==> config.mk <==
export PLATFORM = sky130hd
export DESIGN_NAME = mem_abort_resp
export DESIGN_NICKNAME = d
export VERILOG_FILES = /design/src/rtl/mar_pkg.sv /design/src/rtl/mar_decode.sv /design/src/rtl/mar_seq.sv /design/src/rtl/mar_pins.sv /design/src/rtl/mem_abort_resp.sv
export SDC_FILE = /design/constraint.sdc
export NUM_CORES = 1
export LEC_CHECK = 0
export ABC_AREA = 1
export BUFFER_PORTS_ARGS = -buffer_cell sky130_fd_sc_hd__buf_2
export CAP_MARGIN = 20
export CORE_MARGIN = 2
export CORE_UTILIZATION = 45
export DETAILED_ROUTE_END_ITERATION = 10
export GPL_ROUTABILITY_DRIVEN = 0
export PLACE_DENSITY = 0.77
export SYNTH_ARGS = -nofsm -noshare
export SYNTH_HDL_FRONTEND = slang
export SYNTH_SLANG_ARGS = --single-unit
==> constraint.sdc <==
create_clock -name clk -period 1.35 [get_ports clk]
set_input_delay 0.0675 -clock clk [delete_from_list [all_inputs] [get_ports clk]]
set_output_delay 0.0675 -clock clk [all_outputs]
set_load 0.1 [all_outputs]
==> src/rtl/mar_pkg.sv <==
// Shared types for the memory access responder.
// Assumes: region and kind codes are internal only; boot codes are visible on boot_cfg.
package mar_pkg;
    typedef enum logic [1:0] {REG_NONE, REG_RSV, REG_STATIC, REG_DRAM} region_e;
    typedef enum logic [2:0] {K_ACCESS, K_REFRESH, K_ABORT, K_DROP, K_LAST} kind_e;
    typedef enum logic [1:0] {S_IDLE, S_ACC, S_RESP} state_e;
    localparam logic [1:0] BOOT_ASYNC16 = 2'b00;
    localparam logic [1:0] BOOT_ASYNC32 = 2'b01;
    localparam logic [1:0] BOOT_SMROM   = 2'b10;
endpackage

==> src/rtl/mar_decode.sv <==
// Address-slot decoder: maps the slot number (upper address bits) to a region and bank index.
// Assumes: the reserved window is tested first, empty space is whatever remains.
module mar_decode
    import mar_pkg::*;
#(
    parameter int SLW          = 4,
    parameter int NSTATIC      = 6,
    parameter int NDRAM        = 4,
    parameter int STATIC_FIRST = 0,
    parameter int DRAM_FIRST   = 8,
    parameter int RSV_FIRST    = 5,
    parameter int RSV_LAST     = 7,
    parameter int SW           = 3,
    parameter int DRW          = 2
) (
    input  logic [SLW-1:0] slot,
    output region_e        region,
    output logic [SW-1:0]  st_idx,
    output logic [DRW-1:0] dr_idx
);
    logic [31:0] s32;

    // Purpose: priority compare of the slot against the parameter ranges.
    always_comb begin
        s32    = 32'(slot);
        st_idx = SW'(s32 - 32'(STATIC_FIRST));
        dr_idx = DRW'(s32 - 32'(DRAM_FIRST));
        if (s32 >= 32'(RSV_FIRST) && s32 <= 32'(RSV_LAST))
            region = REG_RSV;
        else if (s32 >= 32'(STATIC_FIRST) && s32 < 32'(STATIC_FIRST + NSTATIC))
            region = REG_STATIC;
        else if (s32 >= 32'(DRAM_FIRST) && s32 < 32'(DRAM_FIRST + NDRAM))
            region = REG_DRAM;
        else
            region = REG_NONE;
    end
endmodule

==> src/rtl/mar_seq.sv <==
// Request sequencer: accepts one request at a time, classifies it, runs the
// access cycle and returns a one-cycle response. Holds bank enables and last bus value.
// Assumes: be_rdata is valid during the access cycle; en_load may come at any time.
module mar_seq
    import mar_pkg::*;
#(
    parameter int AW    = 32,
    parameter int DW    = 32,
    parameter int NDRAM = 4,
    parameter int SW    = 3,
    parameter int DRW   = 2
) (
    input  logic             clk,
    input  logic             rst_n,
    input  logic             req_valid,
    input  logic             req_write,
    input  logic             req_burst,
    input  logic [AW-1:0]    req_addr,
    input  logic [DW-1:0]    req_wdata,
    input  region_e          region,
    input  logic [SW-1:0]    st_idx,
    input  logic [DRW-1:0]   dr_idx,
    input  logic             en_load,
    input  logic [NDRAM-1:0] en_value,
    input  logic [DW-1:0]    be_rdata,
    output logic             req_ready,
    output logic             done,
    output logic             abort,
    output logic [DW-1:0]    rdata,
    output logic             refresh_req,
    output logic             acc,
    output kind_e            kind_q,
    output logic             write_q,
    output region_e          region_q,
    output logic [SW-1:0]    st_q,
    output logic [DRW-1:0]   dr_q,
    output logic [AW-1:0]    mem_addr,
    output logic [DW-1:0]    mem_wdata
);
    state_e           state_q;
    kind_e            kind_d;
    logic [NDRAM-1:0] en_q;
    logic [DW-1:0]    last_q;
    logic [DW-1:0]    rdata_q;
    logic             abort_q;
    logic             take;

    assign take = (state_q == S_IDLE) && req_valid;

    // Purpose: choose the response kind for the incoming request.
    always_comb begin
        unique case (region)
            REG_RSV:    kind_d = req_write ? K_DROP : K_ABORT;
            REG_STATIC: kind_d = K_ACCESS;
            REG_DRAM:   kind_d = en_q[dr_idx] ? K_ACCESS :
                                 ((!req_write && req_burst) ? K_ABORT : K_REFRESH);
            default:    kind_d = req_write ? K_DROP : K_LAST;
        endcase
    end

    // Purpose: three-state handshake, idle -> access -> respond.
    always_ff @(posedge clk) begin
        if (!rst_n) state_q <= S_IDLE;
        else begin
            unique case (state_q)
                S_IDLE:  if (req_valid) state_q <= S_ACC;
                S_ACC:   state_q <= S_RESP;
                default: state_q <= S_IDLE;
            endcase
        end
    end

    // Purpose: capture the accepted request and its classification.
    always_ff @(posedge clk) begin
        if (!rst_n) begin
            kind_q    <= K_DROP;
            write_q   <= 1'b0;
            region_q  <= REG_NONE;
            st_q      <= '0;
            dr_q      <= '0;
            mem_addr  <= '0;
            mem_wdata <= '0;
        end else if (take) begin
            kind_q    <= kind_d;
            write_q   <= req_write;
            region_q  <= region;
            st_q      <= st_idx;
            dr_q      <= dr_idx;
            mem_addr  <= req_addr;
            mem_wdata <= req_wdata;
        end
    end

    // Purpose: DRAM bank enable bits, cleared by reset, replaced by a load.
    always_ff @(posedge clk) begin
        if (!rst_n)       en_q <= '0;
        else if (en_load) en_q <= en_value;
    end

    // Purpose: form the response and update the last bus value in the access cycle.
    always_ff @(posedge clk) begin
        if (!rst_n) begin
            rdata_q <= '0;
            abort_q <= 1'b0;
            last_q  <= '0;
        end else if (state_q == S_ACC) begin
            rdata_q <= '0;
            abort_q <= (kind_q == K_ABORT);
            if (kind_q == K_ACCESS) begin
                if (write_q) last_q <= mem_wdata;
                else begin
                    rdata_q <= be_rdata;
                    last_q  <= be_rdata;
                end
            end else if (kind_q == K_LAST && !write_q) begin
                rdata_q <= last_q;
            end
        end
    end

    assign req_ready   = (state_q == S_IDLE);
    assign acc         = (state_q == S_ACC);
    assign done        = (state_q == S_RESP);
    assign abort       = done && abort_q;
    assign rdata       = rdata_q;
    assign refresh_req = acc && (kind_q == K_REFRESH);

    assert_refresh_then_done_R5: assert property (@(posedge clk) disable iff (!rst_n)
        refresh_req |=> (!refresh_req && done));
    assert_done_single_R9: assert property (@(posedge clk) disable iff (!rst_n)
        done |=> !done);
    assert_busy_after_accept_R9: assert property (@(posedge clk) disable iff (!rst_n)
        (req_valid && req_ready) |=> (!req_ready && !done));
    assert_abort_with_done_R1: assert property (@(posedge clk) disable iff (!rst_n)
        abort |-> (done && rdata == '0));
    assert_enables_clear_R12: assert property (@(posedge clk)
        !rst_n |=> (en_q == '0));
endmodule

==> src/rtl/mar_pins.sv <==
// Memory pin driver: turns the sequencer's access-cycle state into active-low strobes,
// and latches the boot ROM configuration from straps while reset is held.
// Assumes: strobes are decoded from registered state only, so they follow clock edges.
module mar_pins
    import mar_pkg::*;
#(
    parameter int NSTATIC = 6,
    parameter int NDRAM   = 4,
    parameter int SW      = 3,
    parameter int DRW     = 2
) (
    input  logic               clk,
    input  logic               rst_n,
    input  logic               acc,
    input  kind_e              kind,
    input  logic               write,
    input  region_e            region,
    input  logic [SW-1:0]      st_idx,
    input  logic [DRW-1:0]     dr_idx,
    input  logic               strap_smrom,
    input  logic               strap_rom32,
    output logic [NSTATIC-1:0] cs_n,
    output logic [NDRAM-1:0]   ras_n,
    output logic [NDRAM-1:0]   cas_n,
    output logic               oe_n,
    output logic               we_n,
    output logic               rd_nwr,
    output logic [1:0]         boot_cfg
);
    logic hit_st, hit_dr, refresh, xfer;

    // Purpose: decide which kind of cycle appears on the pins.
    always_comb begin
        hit_st  = acc && (kind == K_ACCESS) && (region == REG_STATIC);
        hit_dr  = acc && (kind == K_ACCESS) && (region == REG_DRAM);
        refresh = acc && (kind == K_REFRESH);
        xfer    = hit_st || hit_dr;
    end

    for (genvar g = 0; g < NSTATIC; g++) begin : g_cs
        assign cs_n[g] = !(hit_st && (st_idx == SW'(g)));
    end
    for (genvar g = 0; g < NDRAM; g++) begin : g_ras
        assign ras_n[g] = !((hit_dr && (dr_idx == DRW'(g))) || refresh);
    end

    assign cas_n  = (hit_dr || refresh) ? '0 : '1;
    assign oe_n   = !(xfer && !write);
    assign we_n   = !(xfer && write);
    assign rd_nwr = xfer && !write;

    // Purpose: follow the straps during reset, hold the code afterwards.
    always_ff @(posedge clk) begin
        if (!rst_n) boot_cfg <= strap_smrom ? BOOT_SMROM :
                                (strap_rom32 ? BOOT_ASYNC32 : BOOT_ASYNC16);
    end

    assert_reset_idle_R10: assert property (@(posedge clk)
        !rst_n |=> (&cs_n && &ras_n && &cas_n && oe_n && we_n && !rd_nwr));
    assert_one_static_R8: assert property (@(posedge clk) disable iff (!rst_n)
        $onehot0(~cs_n));
    assert_boot_hold_R11: assert property (@(posedge clk) disable iff (!rst_n)
        $past(rst_n) |-> $stable(boot_cfg));
endmodule

==> src/rtl/mem_abort_resp.sv <==
// Top of the memory access responder: decoder, sequencer and pin driver.
// Assumes: region boundaries are given as slot numbers of size 2**BANK_LG bytes;
// NSTATIC and NDRAM are at least 2.
module mem_abort_resp
    import mar_pkg::*;
#(
    parameter int AW           = 32,
    parameter int DW           = 32,
    parameter int BANK_LG      = 27,
    parameter int NSTATIC      = 6,
    parameter int NDRAM        = 4,
    parameter int STATIC_FIRST = 0,
    parameter int DRAM_FIRST   = 16,
    parameter int RSV_FIRST    = 6,
    parameter int RSV_LAST     = 15
) (
    input  logic               clk,
    input  logic               rst_n,
    input  logic               req_valid,
    output logic               req_ready,
    input  logic               req_write,
    input  logic               req_burst,
    input  logic [AW-1:0]      req_addr,
    input  logic [DW-1:0]      req_wdata,
    output logic               done,
    output logic               abort,
    output logic [DW-1:0]      rdata,
    input  logic               en_load,
    input  logic [NDRAM-1:0]   en_value,
    output logic [AW-1:0]      mem_addr,
    output logic [DW-1:0]      mem_wdata,
    input  logic [DW-1:0]      be_rdata,
    output logic               refresh_req,
    output logic [NDRAM-1:0]   ras_n,
    output logic [NDRAM-1:0]   cas_n,
    output logic [NSTATIC-1:0] cs_n,
    output logic               oe_n,
    output logic               we_n,
    output logic               rd_nwr,
    input  logic               strap_smrom,
    input  logic               strap_rom32,
    output logic [1:0]         boot_cfg
);
    localparam int SLW = AW - BANK_LG;
    localparam int SW  = (NSTATIC > 1) ? $clog2(NSTATIC) : 1;
    localparam int DRW = (NDRAM > 1) ? $clog2(NDRAM) : 1;

    region_e        region, region_q;
    kind_e          kind_q;
    logic [SW-1:0]  st_idx, st_q;
    logic [DRW-1:0] dr_idx, dr_q;
    logic           acc, write_q;

    mar_decode #(
        .SLW(SLW), .NSTATIC(NSTATIC), .NDRAM(NDRAM), .STATIC_FIRST(STATIC_FIRST),
        .DRAM_FIRST(DRAM_FIRST), .RSV_FIRST(RSV_FIRST), .RSV_LAST(RSV_LAST),
        .SW(SW), .DRW(DRW)
    ) u_decode (
        .slot(req_addr[AW-1:BANK_LG]), .region(region), .st_idx(st_idx), .dr_idx(dr_idx)
    );

    mar_seq #(.AW(AW), .DW(DW), .NDRAM(NDRAM), .SW(SW), .DRW(DRW)) u_seq (
        .clk(clk), .rst_n(rst_n), .req_valid(req_valid), .req_write(req_write),
        .req_burst(req_burst), .req_addr(req_addr), .req_wdata(req_wdata),
        .region(region), .st_idx(st_idx), .dr_idx(dr_idx),
        .en_load(en_load), .en_value(en_value), .be_rdata(be_rdata),
        .req_ready(req_ready), .done(done), .abort(abort), .rdata(rdata),
        .refresh_req(refresh_req), .acc(acc), .kind_q(kind_q), .write_q(write_q),
        .region_q(region_q), .st_q(st_q), .dr_q(dr_q),
        .mem_addr(mem_addr), .mem_wdata(mem_wdata)
    );

    mar_pins #(.NSTATIC(NSTATIC), .NDRAM(NDRAM), .SW(SW), .DRW(DRW)) u_pins (
        .clk(clk), .rst_n(rst_n), .acc(acc), .kind(kind_q), .write(write_q),
        .region(region_q), .st_idx(st_q), .dr_idx(dr_q),
        .strap_smrom(strap_smrom), .strap_rom32(strap_rom32),
        .cs_n(cs_n), .ras_n(ras_n), .cas_n(cas_n), .oe_n(oe_n), .we_n(we_n),
        .rd_nwr(rd_nwr), .boot_cfg(boot_cfg)
    );

    assert_refresh_all_banks_R5: assert property (@(posedge clk) disable iff (!rst_n)
        refresh_req |-> (ras_n == '0 && cas_n == '0 && oe_n && we_n));
    assert_abort_quiet_R7: assert property (@(posedge clk) disable iff (!rst_n)
        abort |-> $past(&cs_n && &ras_n && !refresh_req));
endmodule

==> results of run 1 <==
[Yosys cell counts]
library cell | n | area, µm²
clkinv_1 | 1 | 3.75
o21ai_0 | 103 | 515
clkbuf_1 | 18 | 67.6
edfxtp_1 | 2 | 60.1
nand3_1 | 25 | 125
and3_1 | 1 | 6.26
nor2_2 | 1 | 6.26
nand2_1 | 261 | 980
nand2_2 | 4 | 25.0
nor2_8 | 1 | 20.0
buf_1 | 5 | 18.8
buf_2 | 19 | 95.1
nand3_2 | 1 | 10.0
o21ai_1 | 3 | 15.0
nor2_1 | 174 | 653
dfxtp_1 | 141 | 2820
nand4_1 | 8 | 50.1
inv_2 | 3 | 11.3
buf_6 | 10 | 113
nand2_4 | 1 | 11.3
nor2_4 | 3 | 33.8
inv_1 | 54 | 203
buf_4 | 4 | 30.0
clkbuf_2 | 1 | 5.00
mux2i_1 | 6 | 60.1
a21oi_1 | 48 | 240
[what timing repair did]
action                                  CTS  global route
gates cloned                              5            24
hold buffers                             82             0
buffers inserted                         11            11
resized for setup                        74           125
endpoints found under the hold margin    87             0
endpoints found under the setup margin   54           142
pin swaps                                13            16
[critical path, cell delays in order (launching register included)]
cell and delay [ns]:
dfxtp_2 0.34, nor2_4 0.16, nand2_4 0.09, nor2_8 0.11, buf_6 0.12, nand3_4 0.09
nand2_8 0.10, clkinvlp_4 0.14, buf_6 0.22
[metrics by stage]
step | cells | setup WS [ns]
final | 1443 | -0.526
after global routing | 1443 | -0.553
after CTS | 1410 | -0.468
after detailed placement | 1282 | -0.103
after global placement | 1282 | -0.0795
after floorplan | 898 | -0.741
[cell usage in the layout, fill, tap and decap left out, types with 19 or more instances in the layout]
cell             n
dfxtp_2         29
dlygate4sd3_1   82
nor2_1         155
a21oi_1         39
clkbuf_16       31
buf_6           19
nand2_1        258
buf_4           28
inv_1           49
buf_2          200
buf_12          32
o21ai_2         52
o21ai_0         31
dfxtp_1        109
[cell type report]
cell class                      count  share of cell area [%]
Timing Repair Buffer              390                    32.1
Multi-Input combinational cell    642                    30.8
Sequential cell                   143                    26.6
Clock buffer                       22                    4.39
Inverter                           58                    2.37
Tap cell                          176                    2.00
Clock inverter                     10                    1.42
Timing Repair inverter              2                   0.250
[power by group through the flow]
| stage | Combinational, mW | Clock, mW | Sequential (mW) |
|---|---|---|---|
| after floorplan | 0.850 | 0 | 6.02 |
| after global placement | 2.74 | 0 | 4.69 |
| after detailed placement | 2.76 | 0 | 4.70 |
| after CTS | 3.02 | 5.09 | 4.61 |
| after global routing | 3.76 | 5.31 | 4.66 |
| final | 3.62 | 5.14 | 4.64 |
[sequential cells by signal, indices dropped and copies added, names as in the netlist]
signal,flops
u_seq.rdata,32
u_seq.state_q,2
u_seq.region_q,2
u_seq.write_q,1
u_seq.mem_wdata,32
u_seq.mem_addr,32
u_seq.en_q,4
u_seq.kind_q,3
u_seq.last_q,32
u_pins.boot_cfg,2
u_seq.abort_q,1
[worst paths after layout]
| check | startpoint | endpoint | slack [ns] | cells past startpoint |
|---|---|---|---|---|
| worst max-delay path | u_seq.kind_q[1] | cas_n[0] | -0.53 | 8 |
| worst min-delay path | be_rdata[1] | u_seq.rdata[1] | 0.04 | 7 |
| worst max register to register | u_seq.kind_q[1] | u_seq.rdata[28] | -0.22 | 11 |
| worst min register to register | u_seq.last_q[11] | u_seq.rdata[11] | 0.44 | 2 |
[metal layers]
metal / routed length [µm] / vias to the layer above
met5: 0 / -
met4: 1420 / 0
met3: 1940 / 129
met2: 13500 / 454
met1: 9290 / 3525
li1: - / 3554
[logic make-up after synthesis]
group,count (synthesis),share of synthesized area [%]
and+or+nand+nor,480,31.1
muxes,6,0.972
DFF,143,46.6
AOI/OAI and AO/OA,154,12.5
buffers and inverters,115,8.85
==> results.yml, run 1 <==
outcome:
  status: "finished with violations"
  violations: "setup timing"
layout:
  antennaDiodeCount: 0
  area_growth_pct: 78.3
  final_nets: 1362
  nFillCells: 736
  drive_gt1_share_pct: 39.2
  multi_input_area_um2: 3400
  seqCellArea_um2: 2930
  design_area_um2: 11000
  final_core_util_pct: 82.6
grt:
  use_met2_pct: 47.8
  grt_pass1_vias: 6788
  grtUsageTotal_pct: 27.1
  grt_overflow_total: 0
  met3_usage_pct: 6.06
  top_usage_layer: "met2"
  antenna_found_initial: 0
  grt_pass1_wl_um: 31700
  grt_max_degree: 71
  gr-usage-met1_pct: 30.9
floorplanning:
  row_count: 42
  coreArea_um2: 13300
  boundaryPins: 227
  initial_utilization_pct: 46.3
  dieArea_um2: 14700
  fp.dieW_um: 121
  die_h_um: 121
placement:
  dpl.hpwl_um: 11600
  portBuffers: 226
  dpl_cell_area_um2: 8050
logic_synthesis:
  yosysWarnings: 0
  synth.yosys.seq_area_share_pct: 46.6
  syn-num-nets: 1006
  synth_cell_types: 26
  syn_avg_cell_area_um2: 6.88
  syn_area_um2: 6180
  synthCells: 898
  ys_ff_latch: 143
power_and_ir_drop:
  cellInternalPower_mw: 8.82
  pwr-share-seq_pct: 34.6
  p_switching_mw: 4.58
  finalPower_mw: 13.4
  p_leak_nw: 5.22
  p_per_area_nw_per_um2: 1220
  comb_power_share_pct: 27.0
  vdd_ir_drop_max_uv: 1020
  clockPowerShare_pct: 38.3
  p_sw_share_pct: 34.2
cts:
  clock_latency_ns: 0.43
  clkTransAtPathRegs_ns: 0.06
  htree_levels: 4
  root_buffer: "clkbuf_16"
  cts_buffer_depth: 2
  cts_made_buffers: 17
  cts_tree: "done"
  clock-sinks: 143
setup_path:
  cp-start-kind: "flip-flop"
  arrival_ns: 1.81
  end_kind: "output pin"
  path_class: "flip-flop to output pin"
  crit_fanout: 4
  required_ns: 1.28
timing:
  grt_setup_unrepaired: "true"
  fin_ws_ns: -0.526
  relSlewSlack_pct: 59.5
  hold_ws_ns: 0.0417
  drv_slew: 0
  worst_slew_pin_slew_ns: 0.605
  setup_tns_ns: -22.97
  fin_crit_ns: 1.88
  finalHoldViolCount: 0
  skew_ns: 0.00668
  setup_viol: 139
  fmaxAchievable_mhz: 533
  period_share_pct: 139
routing:
  drc_errors: 0
  num_vias: 7662
  wl_um: 26100
  initialDrtViolationCount: 594
  avgRoutedWirePerCell_um: 18.1
  via_per_inst: 5.31
  firstDrtPassIters: 5
  ant_nets: 0
hold_path:
  worstHoldPathType: "primary input to flip-flop"
job:
  max_cap_viol_count: 0
Power figures use the tool's default switching activity.
==> inputs of run 2 (changes only) <==
Settings changed: CORE_ASPECT_RATIO set to 1.2.
==> run 2 against run 1 <==
The run still ends with setup timing left. Count of clock-buffer cells in the layout fell by 3. Global-route usage rose by 0.12 points. Clock skew grew 0.0027 ns. Design area fell by 1.1%. Final cell count shrank 0.69%. Critical endpoint is now ras_n[0].
==> results.yml, run 2 (synthesis gave the netlist of run 1 again) <==
outcome:
  status: "finished with violations"
  violations: "setup timing"
cts:
  root_buffer: "clkbuf_16"
  cts_made_buffers: 17
  clkTransAtPathRegs_ns: 0.06
  cts_buffer_depth: 2
  htree_levels: 4
  cts_tree: "done"
  clock_latency_ns: 0.43
  clock-sinks: 143
power_and_ir_drop:
  p_leak_nw: 5.16
  cellInternalPower_mw: 8.37
  p_sw_share_pct: 36.3
  pwr-share-seq_pct: 35.4
  p_per_area_nw_per_um2: 1210
  vdd_ir_drop_max_uv: 922
  p_switching_mw: 4.76
  finalPower_mw: 13.1
  comb_power_share_pct: 27.8
  clockPowerShare_pct: 36.7
routing:
  wl_um: 27900
  initialDrtViolationCount: 736
  drc_errors: 0
  avgRoutedWirePerCell_um: 19.4
  via_per_inst: 5.54
  firstDrtPassIters: 6
  num_vias: 7934
  ant_nets: 0
setup_path:
  arrival_ns: 1.82
  path_class: "flip-flop to output pin"
  crit_fanout: 4
  cp-start-kind: "flip-flop"
  required_ns: 1.28
  end_kind: "output pin"
  regToRegSetupSlack_ns: -0.26
placement:
  portBuffers: 226
  dpl.hpwl_um: 11900
layout:
  final_cell_mix: "nand2_1 (255), buf_2 (198), nor2_1 (155), dfxtp_1 (109), dlygate4sd3_1 (82)"
  drive_gt1_share_pct: 39.9
  final_nets: 1360
  layout_commonest_cell: "nand2_1"
  antennaDiodeCount: 0
  area_growth_pct: 76.3
  final_core_util_pct: 81.9
grt:
  antenna_found_initial: 0
  grt_pass1_wl_um: 32600
  grtUsageTotal_pct: 27.2
  grt_max_degree: 62
  grt_pass1_vias: 6855
  grt_overflow_total: 0
timing:
  skew_ns: 0.00942
  drv_slew: 0
  setup_viol: 148
  worst_slew_pin_slew_ns: 0.771
  fmaxAchievable_mhz: 530
  fin_crit_ns: 1.89
  finalHoldViolCount: 0
  period_share_pct: 140
  grt_setup_unrepaired: "true"
  relSlewSlack_pct: 48.6
  fin_ws_ns: -0.537
floorplanning:
  dieArea_um2: 14700
  die_h_um: 132
  initial_utilization_pct: 46.5
  coreArea_um2: 13300
  row_count: 46
  boundaryPins: 227
  fp.dieW_um: 111
job:
  max_cap_viol_count: 0
hold_path:
  worstHoldPathType: "primary input to flip-flop"
[run 2: changes by cell type in the layout (fill, tap and decap cells not counted), moves of 3 or more]
cell,previous run,this run
inv_6,0,6
a21oi_2,7,16
a21oi_1,39,31
nand2_1,258,255
bufbuf_16,3,0
[run 2: final cells by class]
class                           count  area (µm²)
Clock buffer                       19         453
Clock inverter                     13         148
Fill cell                         677        2400
Inverter                           58         250
Multi-Input combinational cell    642        3420
Sequential cell                   143        2930
Tap cell                          168         210
Timing Repair Buffer              388        3450
Timing Repair inverter              2        32.5
[run 2: stage by stage]
stage | hold slack [ns] | worst slack [ns] | setup TNS, ns | cells | cell area, µm²
2_1_floorplan | 0.166 | -0.741 | -22.51 | 898 | 6560
3_3_place_gp | 0.259 | -0.0797 | -1.39 | 1279 | 8020
3_5_place_dp | 0.269 | -0.0981 | -2.11 | 1279 | 8020
4_1_cts | 0.0202 | -0.461 | -9.91 | 1397 | 9700
5_1_grt | 0.0477 | -0.574 | -33.81 | 1433 | 10900
6_report | 0.0188 | -0.537 | -26.92 | 1433 | 10900
[run 2: per-layer routing]
metal	up-vias	track usage, %	routed length [µm]
met2	532	48.8	13600
met5	-	0	0
met4	0	14.6	2250
met3	195	6.71	2270
met1	3662	29.5	9730
li1	3545	-	-
[run 2: worst paths after layout]
kind                     from          endpoint  cells after the start
max          u_seq.state_q[1]          ras_n[0]                      8
min              be_rdata[18]  u_seq.last_q[18]                      5
max reg2reg   u_seq.kind_q[1]  u_seq.last_q[24]                      9
min reg2reg  u_seq.last_q[15]   u_seq.rdata[15]                      2
[run 2: power groups by stage]
stage	Clock, mW	Sequential [mW]	Combinational [mW]
final	4.83	4.65	3.66
after global routing	5.01	4.67	3.79
after CTS	4.84	4.61	3.00
after detailed placement	0	4.70	2.76
after global placement	0	4.69	2.74
after floorplan	0	6.02	0.850
[run 2: what timing repair did]
item / CTS / global route
gates cloned: 0 / 25
endpoints found under the setup margin: 63 / 142
hold buffers: 82 / 0
endpoints found under the hold margin: 86 / 0
gates resized for setup: 65 / 165
pin swaps: 8 / 33
setup buffers: 4 / 14
[run 2: critical path: stages, from the launching register on]
cell	delay (ns)
dfxtp_4	0.35
buf_6	0.12
nor2_4	0.09
nand4_1	0.17
buf_6	0.20
nand2_8	0.09
buf_6	0.12
o21ai_4	0.07
buf_12	0.19
==> inputs of run 3 (changes only) <==
Settings changed: MAX_ROUTING_LAYER set to met4, PLACE_DENSITY 0.77 to unset, PLACE_DENSITY_LB_ADDON set to 0.25.
==> run 3 against run 2 <==
The run still ends with setup timing left. Non-clock buffer count shrank 3. Global-route usage grew 0.44 points. Sequential share of layout area is 0.23 points higher. Flip-flop and latch count did not move. Clock power rose by 6.4%. Power is 0.85% higher. Clock skew fell by 0.00092 ns. Count of clock-buffer cells in the layout is the same. Via count down 6.6%. Setup slack improved by 0.052 ns. Die area stayed put. Critical path type unchanged. Highest routed layer unchanged.
==> results.yml, run 3 (synthesis gave the netlist of run 1 again) <==
setup_path:
  regToRegSetupSlack_ns: -0.13
  cp.depth: 9
  end_kind: "output pin"
  crit_start: "u_seq.kind_q[0]"
  arrival_ns: 1.77
  crit_fanout: 4
  reg2reg_to: "u_seq.last_q[26]"
  slowest_delay_ns: 0.33
  crit_top_cell: "buf_6"
  required_ns: 1.28
  critPathBufInv: 3
  rr_worst_depth: 9
  cp-start-kind: "flip-flop"
  crit_chain: "nor2_4, nand2_4, nor2_8, buf_6, nand3_4, nand2_8, buf_6, o21ai_4, buf_12"
  slowest_stage: "dfxtp_2"
  crit_end: "ras_n[0]"
  path_class: "flip-flop to output pin"
  rr_startpoint: "u_seq.kind_q[2]"
  path_delay_family: "simple AND/OR/NAND/NOR gates"
routing:
  initialDrtViolationCount: 503
  firstDrtPassIters: 6
  drc_errors: 0
  wl_met2_um: 12500
  wl_um: 23700
  met1_length_um: 9000
  avgRoutedWirePerCell_um: 16.6
  via_per_inst: 5.19
  highest_layer: "met4"
  ant_nets: 0
  wl_met3_um: 1310
  num_vias: 7411
layout:
  final_cell_mix: "nand2_1 (245), buf_2 (199), nor2_1 (148), dfxtp_1 (110), dlygate4sd3_1 (84)"
  antennaDiodeCount: 0
  final_cells: 1428
  nFillCells: 800
  drive_gt1_share_pct: 38.3
  design_area_um2: 10800
  final_nets: 1355
  area_growth_pct: 74.7
  layout_commonest_cell: "nand2_1"
timing:
  skew_ns: 0.00850
  period_share_pct: 136
  fmaxAchievable_mhz: 545
  fin_crit_ns: 1.83
  finalHoldViolCount: 0
  drv_slew: 0
  worst_slew_pin_slew_ns: 0.576
  relSlewSlack_pct: 61.5
  setup_viol: 132
  grt_setup_unrepaired: "true"
  fin_ws_ns: -0.485
job:
  max_cap_viol_count: 0
cts:
  root_buffer: "clkbuf_16"
  cts_tree: "done"
  htree_levels: 4
  cts_buffer_depth: 2
  clkTransAtPathRegs_ns: 0.06
  clock_latency_ns: 0.43
  cts_made_buffers: 17
  clock-sinks: 143
power_and_ir_drop:
  cellInternalPower_mw: 8.73
  vdd_ir_drop_max_uv: 1140
  p_leak_nw: 5.18
  clockPowerShare_pct: 38.8
  p_per_area_nw_per_um2: 1230
  comb_power_share_pct: 26.1
  pwr-share-seq_pct: 35.1
  p_switching_mw: 4.52
  finalPower_mw: 13.2
  p_sw_share_pct: 34.1
placement:
  placedCellCount: 1277
  dpl.hpwl_um: 11600
  pre_cts_ws_ns: -0.108
  portBuffers: 226
  dpl_cell_area_um2: 8040
outcome:
  status: "finished with violations"
  violations: "setup timing"
floorplanning:
  initial_utilization_pct: 46.5
  dieArea_um2: 14700
  boundaryPins: 227
  fp.dieW_um: 111
  coreArea_um2: 13300
  die_h_um: 132
  row_count: 46
grt:
  grt_max_degree: 56
  grtUsageTotal_pct: 27.7
  antenna_found_initial: 0
  grt_overflow_total: 0
  grt_pass1_vias: 6715
  grt_pass1_wl_um: 32100
hold_path:
  worstHoldPathType: "primary input to flip-flop"
run 3: metrics by stage:
step	hold slack (ns)	TNS, ns	util (%)
CTS	0.0137	-8.99	73.5
global placement	0.260	-1.40	60.5
floorplan	0.166	-22.51	-
finish	0.0371	-14.00	81.2
global route	0.0540	-21.06	81.2
detailed placement	0.263	-2.88	60.5
run 3: cell type report:
class	count	area (µm²)	share of cell area, %
multi-input combinational	641	3360	31.2
sequential	143	2930	27.1
tap	168	210	1.95
clock buffer	19	464	4.30
timing repair inverter	1	11.3	0.104
clock inverter	13	184	1.70
inverter	58	248	2.29
timing repair buffer	385	3390	31.4
run 3: per-layer routing:
layer,GRT usage [%],vias up
met1,30.4,3493
met4,11.5,0
met5,-,-
li1,-,3530
met2,48.2,318
met3,6.44,70
run 3: worst min path at each step:
| stage | slack [ns] | cells after the start | to | start |
|---|---|---|---|---|
| 6_report | 0.04 | 5 | u_seq.last_q[17] | be_rdata[17] |
| 5_1_grt | 0.05 | 5 | u_seq.last_q[0] | be_rdata[0] |
| 3_5_place_dp | 0.26 | 1 | u_pins.boot_cfg[1] | strap_smrom |
| 3_3_place_gp | 0.26 | 1 | u_pins.boot_cfg[1] | strap_smrom |
| 2_1_floorplan | 0.17 | 0 | u_pins.boot_cfg[1] | strap_smrom |
| 4_1_cts | 0.01 | 5 | u_seq.last_q[17] | be_rdata[17] |
run 3: tightest hold or removal path, stage by stage:
cell	delay, ns
buf_2	0.09
inv_1	0.06
o21ai_0	0.07
nand2_1	0.06
a21oi_1	0.05
run 3: repair_timing:
item                                   CTS  global route
hold buffers                            84             0
endpoints found under the hold margin   89             0
setup endpoints to repair               61            97
pin swaps                                8            35
resized for setup                       50           166
gates cloned                             2            13
setup buffers                            3            22
run 3: power by group through the flow:
stage | clock network [mW] | registers [mW] | logic (mW)
2_1_floorplan | 0 | 6.02 | 0.850
3_3_place_gp | 0 | 4.69 | 2.74
3_5_place_dp | 0 | 4.70 | 2.76
4_1_cts | 5.16 | 4.61 | 2.98
5_1_grt | 5.35 | 4.67 | 3.62
6_report | 5.14 | 4.65 | 3.46
